--- config.mk ---
export PLATFORM = sky130hd
export DESIGN_NAME = smag_mult
export DESIGN_NICKNAME = d
export VERILOG_FILES = /design/src/rtl/smag_mult_pkg.sv /design/src/rtl/smag_sign_split.sv /design/src/rtl/smag_ctrl.sv /design/src/rtl/smag_shift_add.sv /design/src/rtl/smag_mult.sv
export SDC_FILE = /design/constraint.sdc
export NUM_CORES = 1
export LEC_CHECK = 0
export BUFFER_PORTS_ARGS = -buffer_cell sky130_fd_sc_hd__buf_2
export CAP_MARGIN = 25
export CORE_MARGIN = 3
export CORE_UTILIZATION = 59
export CTS_CLUSTER_DIAMETER = 40
export DETAILED_ROUTE_END_ITERATION = 12
export PLACE_DENSITY = 0.8
export SLEW_MARGIN = 30
export SYNTH_ARGS = -nofsm -noshare
export SYNTH_HDL_FRONTEND = slang
export SYNTH_HIERARCHICAL = 1
export SYNTH_SLANG_ARGS = --single-unit
export TNS_END_PERCENT = 50
--- constraint.sdc ---
create_clock -name clk -period 2.1 [get_ports clk]
set_clock_uncertainty 0.15 [all_clocks]
set_input_delay 0.21 -clock clk [delete_from_list [all_inputs] [get_ports clk]]
set_output_delay 0.21 -clock clk [all_outputs]
set_load 0.05 [all_outputs]
--- src/rtl/smag_mult_pkg.sv ---
package smag_mult_pkg;

  typedef enum logic [1:0] {
    ST_IDLE = 2'd0,
    ST_RUN  = 2'd1,
    ST_FIX  = 2'd2
  } ctrl_state_e;

endpackage

--- src/rtl/smag_sign_split.sv ---
// Turns two signed operands into unsigned magnitudes and the product sign.
module smag_sign_split #(
  parameter int WIDTH = 8
) (
  input  logic [WIDTH-1:0] a_i,
  input  logic [WIDTH-1:0] b_i,
  output logic [WIDTH-1:0] a_mag_o,
  output logic [WIDTH-1:0] b_mag_o,
  output logic             neg_o
);

  localparam int MSB = WIDTH - 1;

  logic [WIDTH-1:0] a_flip;
  logic [WIDTH-1:0] b_flip;

  always_comb begin
    a_flip  = ~a_i + {{(WIDTH-1){1'b0}}, 1'b1};
    b_flip  = ~b_i + {{(WIDTH-1){1'b0}}, 1'b1};
    // The most negative value maps onto itself, which reads as its unsigned magnitude.
    a_mag_o = a_i[MSB] ? a_flip : a_i;
    b_mag_o = b_i[MSB] ? b_flip : b_i;
    neg_o   = a_i[MSB] ^ b_i[MSB];
  end

endmodule

--- src/rtl/smag_ctrl.sv ---
// Sequencer: load, WIDTH shift-add steps, then one sign-fix cycle.
module smag_ctrl
  import smag_mult_pkg::*;
#(
  parameter int WIDTH = 8
) (
  input  logic clk,
  input  logic rst_n,
  input  logic start_i,
  output logic load_o,
  output logic step_o,
  output logic fix_o,
  output logic busy_o
);

  localparam int CW = (WIDTH > 1) ? $clog2(WIDTH) : 1;
  localparam logic [CW-1:0] LAST = CW'(WIDTH - 1);

  ctrl_state_e state_q, state_d;
  logic [CW-1:0] cnt_q, cnt_d;
  logic          cnt_en;

  always_comb begin
    state_d = state_q;
    cnt_d   = cnt_q;
    cnt_en  = 1'b0;
    load_o  = 1'b0;
    step_o  = 1'b0;
    fix_o   = 1'b0;
    unique case (state_q)
      ST_IDLE: begin
        if (start_i) begin
          load_o  = 1'b1;
          cnt_d   = '0;
          cnt_en  = 1'b1;
          state_d = ST_RUN;
        end
      end
      ST_RUN: begin
        step_o = 1'b1;
        cnt_en = 1'b1;
        cnt_d  = cnt_q + CW'(1);
        if (cnt_q == LAST) begin
          state_d = ST_FIX;
        end
      end
      ST_FIX: begin
        fix_o   = 1'b1;
        state_d = ST_IDLE;
      end
      default: state_d = ST_IDLE;
    endcase
  end

  always_ff @(posedge clk or negedge rst_n) begin
    if (!rst_n) begin
      state_q <= ST_IDLE;
      cnt_q   <= '0;
    end else begin
      state_q <= state_d;
      if (cnt_en) begin
        cnt_q <= cnt_d;
      end
    end
  end

  assign busy_o = (state_q != ST_IDLE);

endmodule

--- src/rtl/smag_shift_add.sv ---
// Unsigned shift-add core with a split high/low accumulator.
module smag_shift_add #(
  parameter int WIDTH = 8
) (
  input  logic               clk,
  input  logic               rst_n,
  input  logic               load_i,
  input  logic               step_i,
  input  logic [WIDTH-1:0]   mcand_i,
  input  logic [WIDTH-1:0]   mplier_i,
  output logic [2*WIDTH-1:0] raw_o
);

  localparam int PW = 2 * WIDTH;

  logic [WIDTH-1:0] mcand_q;
  logic [WIDTH-1:0] mplier_q, mplier_d;
  logic [WIDTH-1:0] hi_q, hi_d;
  logic [WIDTH-1:0] lo_q, lo_d;
  logic [WIDTH-1:0] addend;
  logic [WIDTH:0]   sum;
  logic             acc_en;

  always_comb begin
    addend = mplier_q[0] ? mcand_q : '0;
    sum    = {1'b0, hi_q} + {1'b0, addend};
    acc_en = load_i | step_i;
    if (load_i) begin
      hi_d     = '0;
      lo_d     = '0;
      mplier_d = mplier_i;
    end else begin
      // Carry enters the top of the high half; the bit leaving it refills the low half.
      hi_d     = {sum[WIDTH], sum[WIDTH-1:1]};
      lo_d     = {sum[0], lo_q[WIDTH-1:1]};
      mplier_d = {1'b0, mplier_q[WIDTH-1:1]};
    end
  end

  always_ff @(posedge clk or negedge rst_n) begin
    if (!rst_n) begin
      mcand_q <= '0;
    end else if (load_i) begin
      mcand_q <= mcand_i;
    end
  end

  always_ff @(posedge clk or negedge rst_n) begin
    if (!rst_n) begin
      hi_q     <= '0;
      lo_q     <= '0;
      mplier_q <= '0;
    end else if (acc_en) begin
      hi_q     <= hi_d;
      lo_q     <= lo_d;
      mplier_q <= mplier_d;
    end
  end

  assign raw_o = PW'({hi_q, lo_q});

endmodule

--- src/rtl/smag_mult.sv ---
module smag_mult #(
  parameter int WIDTH = 8
) (
  input  logic               clk,
  input  logic               rst_n,
  input  logic               start,
  input  logic [WIDTH-1:0]   op_a,
  input  logic [WIDTH-1:0]   op_b,
  output logic               busy,
  output logic               done,
  output logic [2*WIDTH-1:0] product
);

  localparam int PW = 2 * WIDTH;

  logic [1:0]       rst_sync_q;
  logic             rst_int_n;
  logic [WIDTH-1:0] a_mag, b_mag;
  logic             neg_now;
  logic             neg_q;
  logic             load, step, fix;
  logic [PW-1:0]    raw;
  logic [PW-1:0]    fixed;
  logic [PW-1:0]    product_q;
  logic             done_q;

  // Asynchronous assertion, synchronous release.
  always_ff @(posedge clk or negedge rst_n) begin
    if (!rst_n) begin
      rst_sync_q <= '0;
    end else begin
      rst_sync_q <= {rst_sync_q[0], 1'b1};
    end
  end
  assign rst_int_n = rst_sync_q[1];

  smag_sign_split #(.WIDTH(WIDTH)) u_split (
    .a_i     (op_a),
    .b_i     (op_b),
    .a_mag_o (a_mag),
    .b_mag_o (b_mag),
    .neg_o   (neg_now)
  );

  smag_ctrl #(.WIDTH(WIDTH)) u_ctrl (
    .clk     (clk),
    .rst_n   (rst_int_n),
    .start_i (start),
    .load_o  (load),
    .step_o  (step),
    .fix_o   (fix),
    .busy_o  (busy)
  );

  smag_shift_add #(.WIDTH(WIDTH)) u_core (
    .clk      (clk),
    .rst_n    (rst_int_n),
    .load_i   (load),
    .step_i   (step),
    .mcand_i  (a_mag),
    .mplier_i (b_mag),
    .raw_o    (raw)
  );

  always_ff @(posedge clk or negedge rst_int_n) begin
    if (!rst_int_n) begin
      neg_q <= 1'b0;
    end else if (load) begin
      neg_q <= neg_now;
    end
  end

  always_comb begin
    fixed = neg_q ? (~raw + {{(PW-1){1'b0}}, 1'b1}) : raw;
  end

  always_ff @(posedge clk or negedge rst_int_n) begin
    if (!rst_int_n) begin
      product_q <= '0;
      done_q    <= 1'b0;
    end else begin
      done_q <= fix;
      if (fix) begin
        product_q <= fixed;
      end
    end
  end

  assign product = product_q;
  assign done    = done_q;

endmodule

; Yosys cells after proc, flatten, opt, wreduce, memory -nomap -nowiden
; Cells that the tools add are included.
[word_totals]
wordCells = 47
ff_bits = 57
[classes]
mux = 17
n_eq_ne = 5
n_addsub = 5
n_bitwise = 5
reduce_logical = 5
[ops]
columns = cell, count
row1 = $mux W8, 6
row2 = $add A16 B1 Y16 const B, 1
row3 = $add A8 B1 Y8 const B, 2
row4 = $mux W16, 1
row5 = $not A16 Y16, 1
row6 = $not A8 Y8, 2
row7 = $add A8 B8 Y9, 1
row8 = $pmux W3 S2, 1
row9 = $mux W1, 4
row10 = $mux W2, 2
row11 = $pmux W2 S2, 1
row12 = $reduce_bool A2 Y1, 2
row13 = $add A3 B1 Y3 const B, 1
row14 = $eq A3 B3 Y1 const B, 1
row15 = $mux W3, 1
row16 = $reduce_and A3 Y1, 1
row17 = $eq A2 B1 Y1 const B, 1
row18 = $eq A2 B2 Y1 const B, 1
row19 = $logic_not A2 Y1, 1
row20 = $ne A2 B1 Y1 const B, 1
row21 = $ne A2 B2 Y1 const B, 1
row22 = $pmux W1 S2, 1
row23 = $reduce_and A2 Y1, 1
row24 = $or A1 B1 Y1, 1
row25 = $xor A1 B1 Y1, 1

; Logic depth before layout (Yosys ltp)
; Gate-level depths: netlist (run 1).
[logic_depth]
ltp_word = 4
mapped_depth = 7
mapped_depth_nobuf = 7

; Hierarchy
; The synthesis (run 1) kept the hierarchy.
[by_module_without_submodules]
columns = module, n_inst, seq_area_each_um2, cells_per_inst, area_each_um2
row1 = smag_shift_add, 1, 800.8, 155, 1704.1
row2 = smag_mult, 1, 500.5, 109, 1069.8
row3 = smag_sign_split, 1, 0.0, 45, 352.8
row4 = smag_ctrl, 1, 125.1, 20, 245.2

; Worst setup path before layout (run 1)
; No wires, ideal clock.
[synth_path]
kind = reg2reg
from = register u_core.lo_q[1]
to = register product_q[14], in the netlist product[14]
n_path_buf = 0
setup_slack_ns = 0.070
path_stages_with_launch = 7
arrival_ns = 1.754
period_less_slack_ns = 2.030
cell_sequence = dfrtp_1 > inv_1 > ha_1 > or4b_4 > nor4b_4 > mux2i_1 > a311o_1
[synth_via]
elab_chain_len = 3
[synth_rtl]
columns = element, line_no
row1 = "start, declared", smag_shift_add.sv:19  ; logic [WIDTH-1:0] lo_q, lo_d;
row2 = "start signal, assigned", smag_shift_add.sv:55  ; lo_q <= lo_d;
row3 = $not A16 Y16, smag_mult.sv:74  ; fixed = neg_q ? (~raw + {{(PW-1){1'b0}}, 1'b1}) : raw;
row4 = $add A16 B1 Y16, smag_mult.sv:74
row5 = $mux W16, smag_mult.sv:74
row6 = "end signal, assigned", smag_mult.sv:84  ; product_q <= fixed;
row7 = "end, declared", smag_mult.sv:24  ; logic [PW-1:0] product_q;
; No other way between the ends.
; A chain may end at the register's enable or synchronous reset.

; Final worst setup path (run 1)
[layout_path]
from = register u_core.lo_q[1]
to = register product_q[9], in the netlist product[9]
; Same word-level chain as after synthesis.

==> metrics.txt, run 1 <==
DR iter-0 viols 98; number of synthesized register bits 57; status complete, no violations; H-tree depth 3; Die W 81.6 um; share of power burned in the clock network 0.154; TritonCTS clock tree done; first-pass detailed-route iteration total 5; Detail Placement HPWL 4630 um; Async SR Flop Fraction 1.00; Hold Vio Cnt, Final 0; clk buf depth 2; Post-DRT Antenna Nets 0; FF+latch area 1430 um2; die area 6660 um2; post-synth cell types 59; Filler Cell Count 357; CTS Sinks 57; final setup violation count 0; CTS Buf Count 9; Final Wtd Congestion 0.874; first-pass GRT wire length 10,800 um; Yosys warnings 6; Port Buf Inserts 36; Peak Freq 0.490 GHz; Tcrit/Tclk final 0.971; post-synthesis sequential area ratio 0.423; final layout net count 413; routed vias/inst 5.57; HP Class input pin to asynchronous set/reset pin; startpoint class of the critical path flip-flop; core outline area 5300 um2; num rows 26; critical path endpoint category flip-flop; critical path type flip-flop to flip-flop; Rel. slew slack 0.585; routed wire length 6310 um; synthesized cell area 3370 um2; Synthesized Nets 362; Reg power frac 0.311; GRT overflow 0; routed len/inst 13.9 um; Worst-path clk slew 0.06 ns; root buffer cell clkbuf_8; Switching Fraction 0.445; antenna cells 0; Total GRT Usage 0.215; RSZ-0062 raised after global routing true; die height 81.6 um; Internal 3.46 mW; Final Max Tran Viols 0; Area growth syn-to-layout 16.5%; Max VDD drop 0.822 mV; Tightest Pin Transition 0.623 ns; Worst Path Arrival 2.10 ns; syn avg cell area 10.2 um2; DRC 0; Tot Pwr 6.25 mW; Finished Core Util 0.741; Max Cap Viol 0; EDFF count, synth 0; Initial Utilization 0.636; I/O pin cnt 37; Leak 1.84 nW; largest net degree at the start of global routing 44; Logic pwr share 0.535; Via Count 2,536; worst path required time 2.16 ns; vias in the first global route 2,410; footprint of the multi-input gates 1830 um2; Top FF cell, synth dfrtp_1; commonest non-fill, non-tap cell in the layout dfrtp_1; power per cell area 1590 nW/um2; CP Max Fanout 5; Tmin final 2.04 ns; most frequent cells in the layout dfrtp_1, buf_2, nor2_1; Sw Pwr 2.78 mW; number of antenna violations at the first check in global routing 0; layout cells sized above 1 0.270; Mapped Cells 329; clk_lat worst skew 0.33 ns
routing by layer:
metal | track usage | vias up | wire, um
li1 | - | 1259 | -
met1 | 0.276 | 1202 | 2910
met4 | 0.108 | 0 | 166
met5 | 0 | - | 0
met2 | 0.340 | 61 | 2980
met3 | 0.0482 | 14 | 258
power by group through the flow:
stage               clock network [mW]  logic, mW  registers [mW]
floorplan                            0       1.98            2.47
global placement                     0       3.18            1.93
detailed placement                   0       3.28            1.95
CTS                              0.985       3.31            1.94
global route                      1.04       3.64            2.01
finish                           0.963       3.34            1.94
cells by family after synthesis:
kind of cell    share of synthesized area
simple gates                        0.173
other cells                       0.00111
mux                                0.0913
fa+ha+maj                          0.0542
buf+inv                            0.0416
xor+xnor                           0.0675
compound gates                      0.149
flops                               0.423
layout make-up:
class | count | area share
clock buffer | 14 | 0.0465
timing repair buffer | 57 | 0.0917
multi-input combinational | 246 | 0.465
clock inverter | 2 | 0.00255
tap | 70 | 0.0223
inverter | 9 | 0.00860
sequential | 57 | 0.364
worst paths after layout:
check,end,depth (start not counted),slack [ns],from
worst max-delay path,product[9],5,0.06,u_core/lo_q[1]
worst min-delay path,rst_sync_q[1],2,0.03,rst_n
worst max register to register,product[9],5,0.06,u_core/lo_q[1]
worst min register to register,u_ctrl/state_q[0],0,0.06,rst_sync_q[1]
max in group asynchronous,u_core/mplier_q[0],1,1.12,rst_sync_q[1]
min in group clk,u_core/mplier_q[6],4,0.05,op_b[6]
critical path, cell delays in order, from the launching register on:
cell and delay, ns:
dfrtp_1 0.37, buf_4 0.15, or4_4 0.52, o41ai_1 0.44, xor2_1 0.20, a21oi_1 0.09
registers in the layout, summed over array words and instances, names as in the netlist:
signal	count
u_core/mcand_q	8
rst_sync_q	2
u_core/hi_q	8
u_core/mplier_q	8
product	16
u_core/lo_q	8
u_ctrl/state_q	2
u_ctrl/cnt_q	3
done	1
neg_q	1
through the flow:
step | std cells | setup TNS [ns] | area, um2 | setup slack (ns) | hold slack (ns)
after global placement | 435 | 0 | 3680 | 0.0847 | -0.156
after floorplan | 329 | 0 | 3370 | 0.0695 | -0.236
after detailed placement | 435 | 0 | 3680 | 0.00345 | -0.153
after CTS | 455 | 0 | 3910 | 0.0276 | 0.0181
after global routing | 455 | -0.133 | 3930 | -0.0637 | 0.0337
final | 455 | 0 | 3930 | 0.0607 | 0.0338
cells in the mapped netlist (4+ instances only):
cell type  instances  share of area
xnor2_1           15          0.039
nor2_1            31          0.035
buf_2              4         0.0059
mux2i_1           18          0.053
and2_1             9          0.017
nand3b_1           5          0.011
nand2b_1           7          0.013
xor2_1            11          0.029
a211oi_1           4         0.0089
a21oi_1           20          0.030
ha_1              13          0.048
dfrtp_1           57           0.42
clkbuf_1           4         0.0045
inv_1              9          0.010
o41ai_1            4          0.010
o21ai_0            9          0.013
nand2_1           25          0.028
o21ai_1           12          0.018
mux2_2             9          0.030
repair_timing:
item                       in CTS  in global routing
setup endpoints to repair       1                  7
resized for setup               2                  2
hold endpoints to repair        5                  0
hold buffers                    4                  0
pin swaps                       0                  1
setup buffers                   0                  0
No activity file was read; power rests on OpenSTA's default activity.
==> inputs of run 2 (changes only) <==
PLACE_DENSITY = 0.86   (was 0.8)
==> run 2 against run 1 <==
Effect of this change:
- sequential cell count unchanged
- sequential power rose by 2%
- global-route usage decreased by 0.69 points
- worst hold slack got worse by 0.0031 ns
- sequential share of layout area about the same
- via count grew 1.5%
- clock power is 3.3% higher
- setup slack got worse by 0.030 ns
- cell count fell by 0.88%
- wire length up 2.5%
- first-iteration DRC count increased by 87%
==> metrics.txt, run 2 (synthesis gave the netlist of run 1 again) <==
Final Max Tran Viols 0 (unchanged); first-pass detailed-route iteration total 4 (-1); footprint of the multi-input gates 1840 um2 (+0.75%); Peak Freq 0.483 GHz (-1.5%); Tightest Pin Transition 0.664 ns (+0.0412 ns); Internal 3.48 mW (+0.54%); setup_tns 0 ns (unchanged); Reg-to-Reg Start u_core/lo_q[0]; number of antenna violations at the first check in global routing 0 (unchanged); startpoint class of the critical path flip-flop; Tcrit/Tclk final 0.985 (+0.0143); Post-DRT Antenna Nets 0 (unchanged); DRC 0 (unchanged); CTS Buf Count 9 (unchanged); antenna cells 0 (unchanged); GRT overflow 0 (unchanged); HP Class input pin to asynchronous set/reset pin; routed vias/inst 5.71 (+2.4%); Slowest cell on crit path or4b_4; Rel. slew slack 0.557 (-0.0275); critical path type flip-flop to flip-flop; CTS Sinks 57 (unchanged); status complete, no violations; Die W 81.6 um (unchanged); routed wire length 6470 um (+2.5%); routed len/inst 14.3 um (+3.4%); Filler Cell Count 349 (-2.2%); design area 3930 um2 (unchanged); most frequent cells in the layout dfrtp_1, buf_2, nor2_1; Finished Core Util 0.741 (unchanged); Leak 1.83 nW (-0.75%); final setup violation count 0 (unchanged); commonest non-fill, non-tap cell in the layout dfrtp_1; I/O pin cnt 37 (unchanged); Area growth syn-to-layout 16.5% (unchanged); slowest stage delay, CP 0.53 ns (about the same); hold slack 0.0307 ns (-0.00309 ns); Detail Placement HPWL 4430 um (-4.4%); Reg-to-Reg End product[14]; Switching Fraction 0.450 (+0.00433); Tot Pwr 6.33 mW (+1.3%); Total GRT Usage 0.208 (-0.00694); Initial Utilization 0.636 (unchanged); CP Max Fanout 5 (unchanged); Reg power frac 0.313 (+0.002); Logic pwr share 0.530 (-0.005); Port Buf Inserts 36 (unchanged); root buffer cell clkbuf_8; Hold Vio Cnt, Final 0 (unchanged); Sw Pwr 2.85 mW (+2.3%); clk buf depth 2 (unchanged); Tmin final 2.07 ns (+0.0301 ns); critical-path cell list inv_1 -> ha_2 -> or4b_4 -> nor4b_4 -> mux2i_1 -> a311o_1; critical path endpoint category flip-flop; layout cells sized above 1 0.270 (about the same); die height 81.6 um (unchanged); RSZ-0062 raised after global routing true; power per cell area 1610 nW/um2 (+1.3%); FF+latch area 1430 um2 (about the same); setup slack, reg-to-reg 0.03 ns (-0.03 ns); Finished Layout Cells 451 (-0.88%); Worst Slack Setup Final 0.0306 ns (-0.0301 ns); core outline area 5300 um2 (unchanged); max FFs per register 16 (unchanged); die area 6660 um2 (unchanged); num rows 26 (unchanged); reg2reg path depth 6 (+1); share of power burned in the clock network 0.157 (+0.003); Max Cap Viol 0 (unchanged); Via Count 2,574 (+1.5%); Worst Path Arrival 2.14 ns (+0.04 ns); vias in the first global route 2,471 (+2.5%); Max VDD drop 0.945 mV (+15%); first-pass GRT wire length 10,600 um (-2.3%); placed insts 431 (-0.92%); DR iter-0 viols 183 (+87%); Post-DP Area 3660 um2 (-0.48%); H-tree depth 3 (unchanged); clk_lat worst skew 0.33 ns (about the same); Post-CTS Setup Inserts 0 (unchanged); largest net degree at the start of global routing 56 (+27%); pre-CTS WS -0.0306 ns (-0.0341 ns); Final Wtd Congestion 0.868 (-0.71%); TritonCTS clock tree done; Worst-path clk slew 0.06 ns (about the same); final layout net count 409 (-0.97%); worst path required time 2.17 ns (about the same)
-- run 2: cell types whose count changed in the layout (fill, tap and decap cells not counted), sizes merged --
| cell | before | now |
|---|---|---|
| clkinv | 2 | 4 |
| buf | 53 | 49 |
| clkinvlp | 0 | 1 |
| clkbuf | 14 | 10 |
| bufinv | 0 | 1 |
-- run 2: worst max-delay path: cells and delay by family, from the launching register on --
| family | cells | cell delay, ns |
|---|---|---|
| adder cells (fa/ha/maj) | 1 | 0.19 |
| multiplexers | 1 | 0.10 |
| buffers and inverters | 1 | 0.07 |
| flip-flops | 1 | 0.39 |
| AO/OA/AOI/OAI | 1 | 0.28 |
| AND/OR/NAND/NOR | 2 | 0.77 |
-- run 2: final cells by class --
cell class,instances,area share
Multi-Input combinational cell,246,0.468
Sequential cell,57,0.364
Timing Repair Buffer,53,0.0873
Clock buffer,10,0.0350
Tap cell,70,0.0223
Clock inverter,6,0.0146
Inverter,9,0.00860
-- run 2: routing by layer --
metal | global-route usage | routed length [um]
met2 | 0.340 | 3090
met3 | 0.0636 | 319
met4 | 0.0930 | 84
met5 | 0 | 0
met1 | 0.252 | 2970
-- run 2: repair_timing --
item / in CTS / in global routing
gates cloned: 0 / 0
pin swaps: 1 / 1
endpoints found under the setup margin: 2 / 6
hold buffers: 4 / 0
resized for setup: 1 / 6
hold endpoints to repair: 5 / 0
-- run 2: power groups by stage --
stage	clock network, mW	registers (mW)	logic [mW]
final	0.995	1.98	3.36
after global routing	1.07	2.04	3.63
after CTS	1.01	1.96	3.28
after detailed placement	0	1.97	3.23
after global placement	0	1.94	3.15
after floorplan	0	2.47	1.98
-- run 2: worst max-delay path by stage --
stage,slack [ns],cells after the start,to,from
2_1_floorplan,0.07,6,product[14],u_core/lo_q[1]
3_3_place_gp,0.09,6,product[14],u_core/lo_q[0]
3_5_place_dp,-0.03,6,product[10],u_core/lo_q[0]
4_1_cts,0.02,7,u_core/hi_q[5],u_core/mplier_q[0]
5_1_grt,-0.07,6,product[14],u_core/lo_q[0]
6_report,0.03,6,product[14],u_core/lo_q[0]
==> inputs of run 3 (changes only) <==
ABC_AREA = 1   (was not set)
==> run 3 against run 2 <==
Effect of this change:
- clock-buffer cell count rose by 3
- global-route usage rose by 2.0 points
- sequential cell count did not move
- sequential share of layout area rose by 0.15 points
- combinational power fell by 11%
- via count rose by 15%
- sequential power fell by 4%
- critical path type unchanged
- critical endpoint is now u_core/hi_q[3]
==> metrics.txt, run 3 <==
Tcrit/Tclk final 0.946 (-0.0398); most frequent cells in the layout nand2_1, inv_1, dfrtp_1; post-synthesis sequential area ratio 0.412 (-0.0107); RSZ-0062 raised after global routing false; GR Layer Usage met1 0.264 (+0.0116); CTS Buf Count 9 (unchanged); Die W 82.6 um (+1.2%); synthesized cell area 3460 um2 (+2.6%); Worst Path Arrival 2.06 ns (-0.08 ns); Via Count 2,968 (+15%); TritonCTS clock tree done; critical-path cell list nand2_1 -> inv_1 -> ha_1 -> fa_1 -> nand2_1 -> nand2_1 -> a21oi_1 -> nand3b_1 -> nand2_1; most common cell in the netlist nand2_1; Final Wtd Congestion 0.864 (-0.50%); Tot Pwr 6.01 mW (-5.0%); final layout net count 534 (+31%); Rel. slew slack 0.560 (+0.00295); Buf+Inv Stages, Crit Path 1 (unchanged); Filler Cell Count 449 (+29%); number of antenna violations at the first check in global routing 0 (unchanged); EDFF count, synth 0 (unchanged); die area 6820 um2 (+2.4%); root buffer cell clkbuf_8; clk_lat worst skew 0.34 ns (about the same); Top FF cell, synth dfrtp_1; layout cells sized above 1 0.160 (-0.110); first-pass GRT wire length 11,800 um (+12%); Post-synth top cells nand2_1, dfrtp_1, inv_1; Detail Placement HPWL 4850 um (+9.6%); number of synthesized register bits 57 (unchanged); CP Max Fanout 4 (-1); first-pass detailed-route iteration total 4 (unchanged); area share of the largest cell type after synthesis 0.412 (-0.0107); most frequent CP cell nand2_1; HP Class input pin to asynchronous set/reset pin; Post-DRT Antenna Nets 0 (unchanged); Slowest cell on crit path fa_1; Yosys warnings 6 (unchanged); H-tree depth 3 (unchanged); Hold Vio Cnt, Final 0 (unchanged); DR iter-0 viols 123 (-33%); Mapped Cells 460 (+40%); power per cell area 1540 nW/um2 (-4.5%); slowest stage delay, CP 0.40 ns (-0.13 ns); core outline area 5570 um2 (+5.1%); GR peak layer met2; commonest non-fill, non-tap cell in the layout nand2_1; largest net degree at the start of global routing 56 (unchanged); Async SR Flop Fraction 1.00 (unchanged); Tightest Pin Transition 0.659 ns (-0.00443 ns); status complete, no violations; worst path required time 2.17 ns (about the same); cell family with most CP delay adder cells; FF+latch area 1430 um2 (about the same); met2 Use GR 0.393 (+0.0522); vias in the first global route 2,812 (+14%); syn avg cell area 7.52 um2 (-27%); final setup violation count 0 (unchanged); max FFs per register 16 (unchanged); critical path endpoint category flip-flop; I/O pin cnt 37 (unchanged); routed vias/inst 5.13 (-10%); antenna cells 0 (unchanged); Synthesized Nets 493 (+36%); top post-synthesis cells by area dfrtp_1, nand2_1, inv_1; clk buf depth 2 (unchanged); critical path type flip-flop to flip-flop; Area growth syn-to-layout 13.0%; Final Max Tran Viols 0 (unchanged); Total GRT Usage 0.227 (+0.0198); CTS Sinks 57 (unchanged); Worst-path clk slew 0.06 ns (about the same); Tmin final 1.99 ns (-0.0835 ns); DRC 0 (unchanged); footprint of the multi-input gates 1700 um2 (-7.3%); Peak Freq 0.504 GHz (+4.2%); setup_tns 0 ns (unchanged); num rows 27 (+3.8%); GRT overflow 0 (unchanged); Port Buf Inserts 36 (unchanged); routed wire length 6870 um (+6.2%); Initial Utilization 0.621 (-0.0153); routed len/inst 11.9 um (-17%); met3 global-route usage 0.0488 (-0.0148); startpoint class of the critical path flip-flop; Max VDD drop 1.07 mV (+13%); Leak 2.13 nW (+16%); die height 82.6 um (+1.2%); largest area contributor in the netlist dfrtp_1; post-synth cell types 40 (-32%); Max Cap Viol 0 (unchanged)
## run 3: what timing repair did
item	in CTS	in global routing
endpoints found under the setup margin	0	3
setup buffers	0	1
resized for setup	0	1
hold endpoints to repair	4	0
hold buffers	3	0
## run 3: path summary, 6_finish.rpt
check / from / to / slack [ns] / cells past startpoint
worst max-delay path: u_core/mcand_q[0] / u_core/hi_q[3] / 0.11 / 9
worst min register to register: rst_sync_q[0] / rst_sync_q[1] / 0.20 / 0
min in group clk: start / u_ctrl/cnt_q[2] / 0.03 / 4
worst max register to register: u_core/mcand_q[0] / u_core/hi_q[3] / 0.11 / 9
max in group asynchronous: rst_sync_q[1] / u_core/mplier_q[0] / 1.09 / 1
worst min-delay path: rst_n / rst_sync_q[0] / 0.03 / 2
## run 3: cell type report
class	instances	share of cell area
multi-input cells	330	0.436
clock buffers	13	0.0381
well taps	72	0.0230
inverters	59	0.0573
clock inverters	3	0.0166
flip-flops and latches	57	0.366
repair buffers	44	0.0634
## run 3: worst reg2reg max path: stages, from the launching register on
cell and delay (ns):
dfrtp_1 0.39, nand2_1 0.09, inv_1 0.05, ha_1 0.21, fa_1 0.40, nand2_1 0.10
nand2_1 0.11, a21oi_1 0.19, nand3b_1 0.15, nand2_1 0.05
## run 3: cell families (layout without fill, tap and decap cells)
family / Yosys count / after routing / share of synthesized area
buf+inv: 73 / 119 / 0.0958
fa+ha+maj: 14 / 14 / 0.0528
simple gates: 258 / 258 / 0.325
other cells: 1 / 1 / 0.00108
compound gates: 49 / 49 / 0.0926
xor+xnor: 8 / 8 / 0.0203
flops: 57 / 57 / 0.412
## run 3: report_power, final
part	internal [mW]	switching, mW
Clock	0.700	0.411
Combinational	0.958	2.05
Sequential	1.53	0.364
Total	3.19	2.82
## run 3: stage by stage
stage | util | cells | hold slack [ns] | instance area (um2) | setup slack (ns)
after floorplan | - | 460 | -0.236 | 3460 | 0.0800
after global placement | 0.656 | 558 | -0.155 | 3660 | 0.207
after detailed placement | 0.656 | 558 | -0.152 | 3660 | 0.128
after CTS | 0.700 | 577 | 0.0173 | 3900 | 0.0942
after global routing | 0.701 | 578 | 0.0248 | 3910 | 0.0610
final | 0.701 | 578 | 0.0291 | 3910 | 0.114
## run 3: metal layers
layer | part of all wire | routed length, um
met3 | 0.039 | 267
met4 | 0.018 | 121
met1 | 0.45 | 3070
met2 | 0.50 | 3410
met5 | 0 | 0
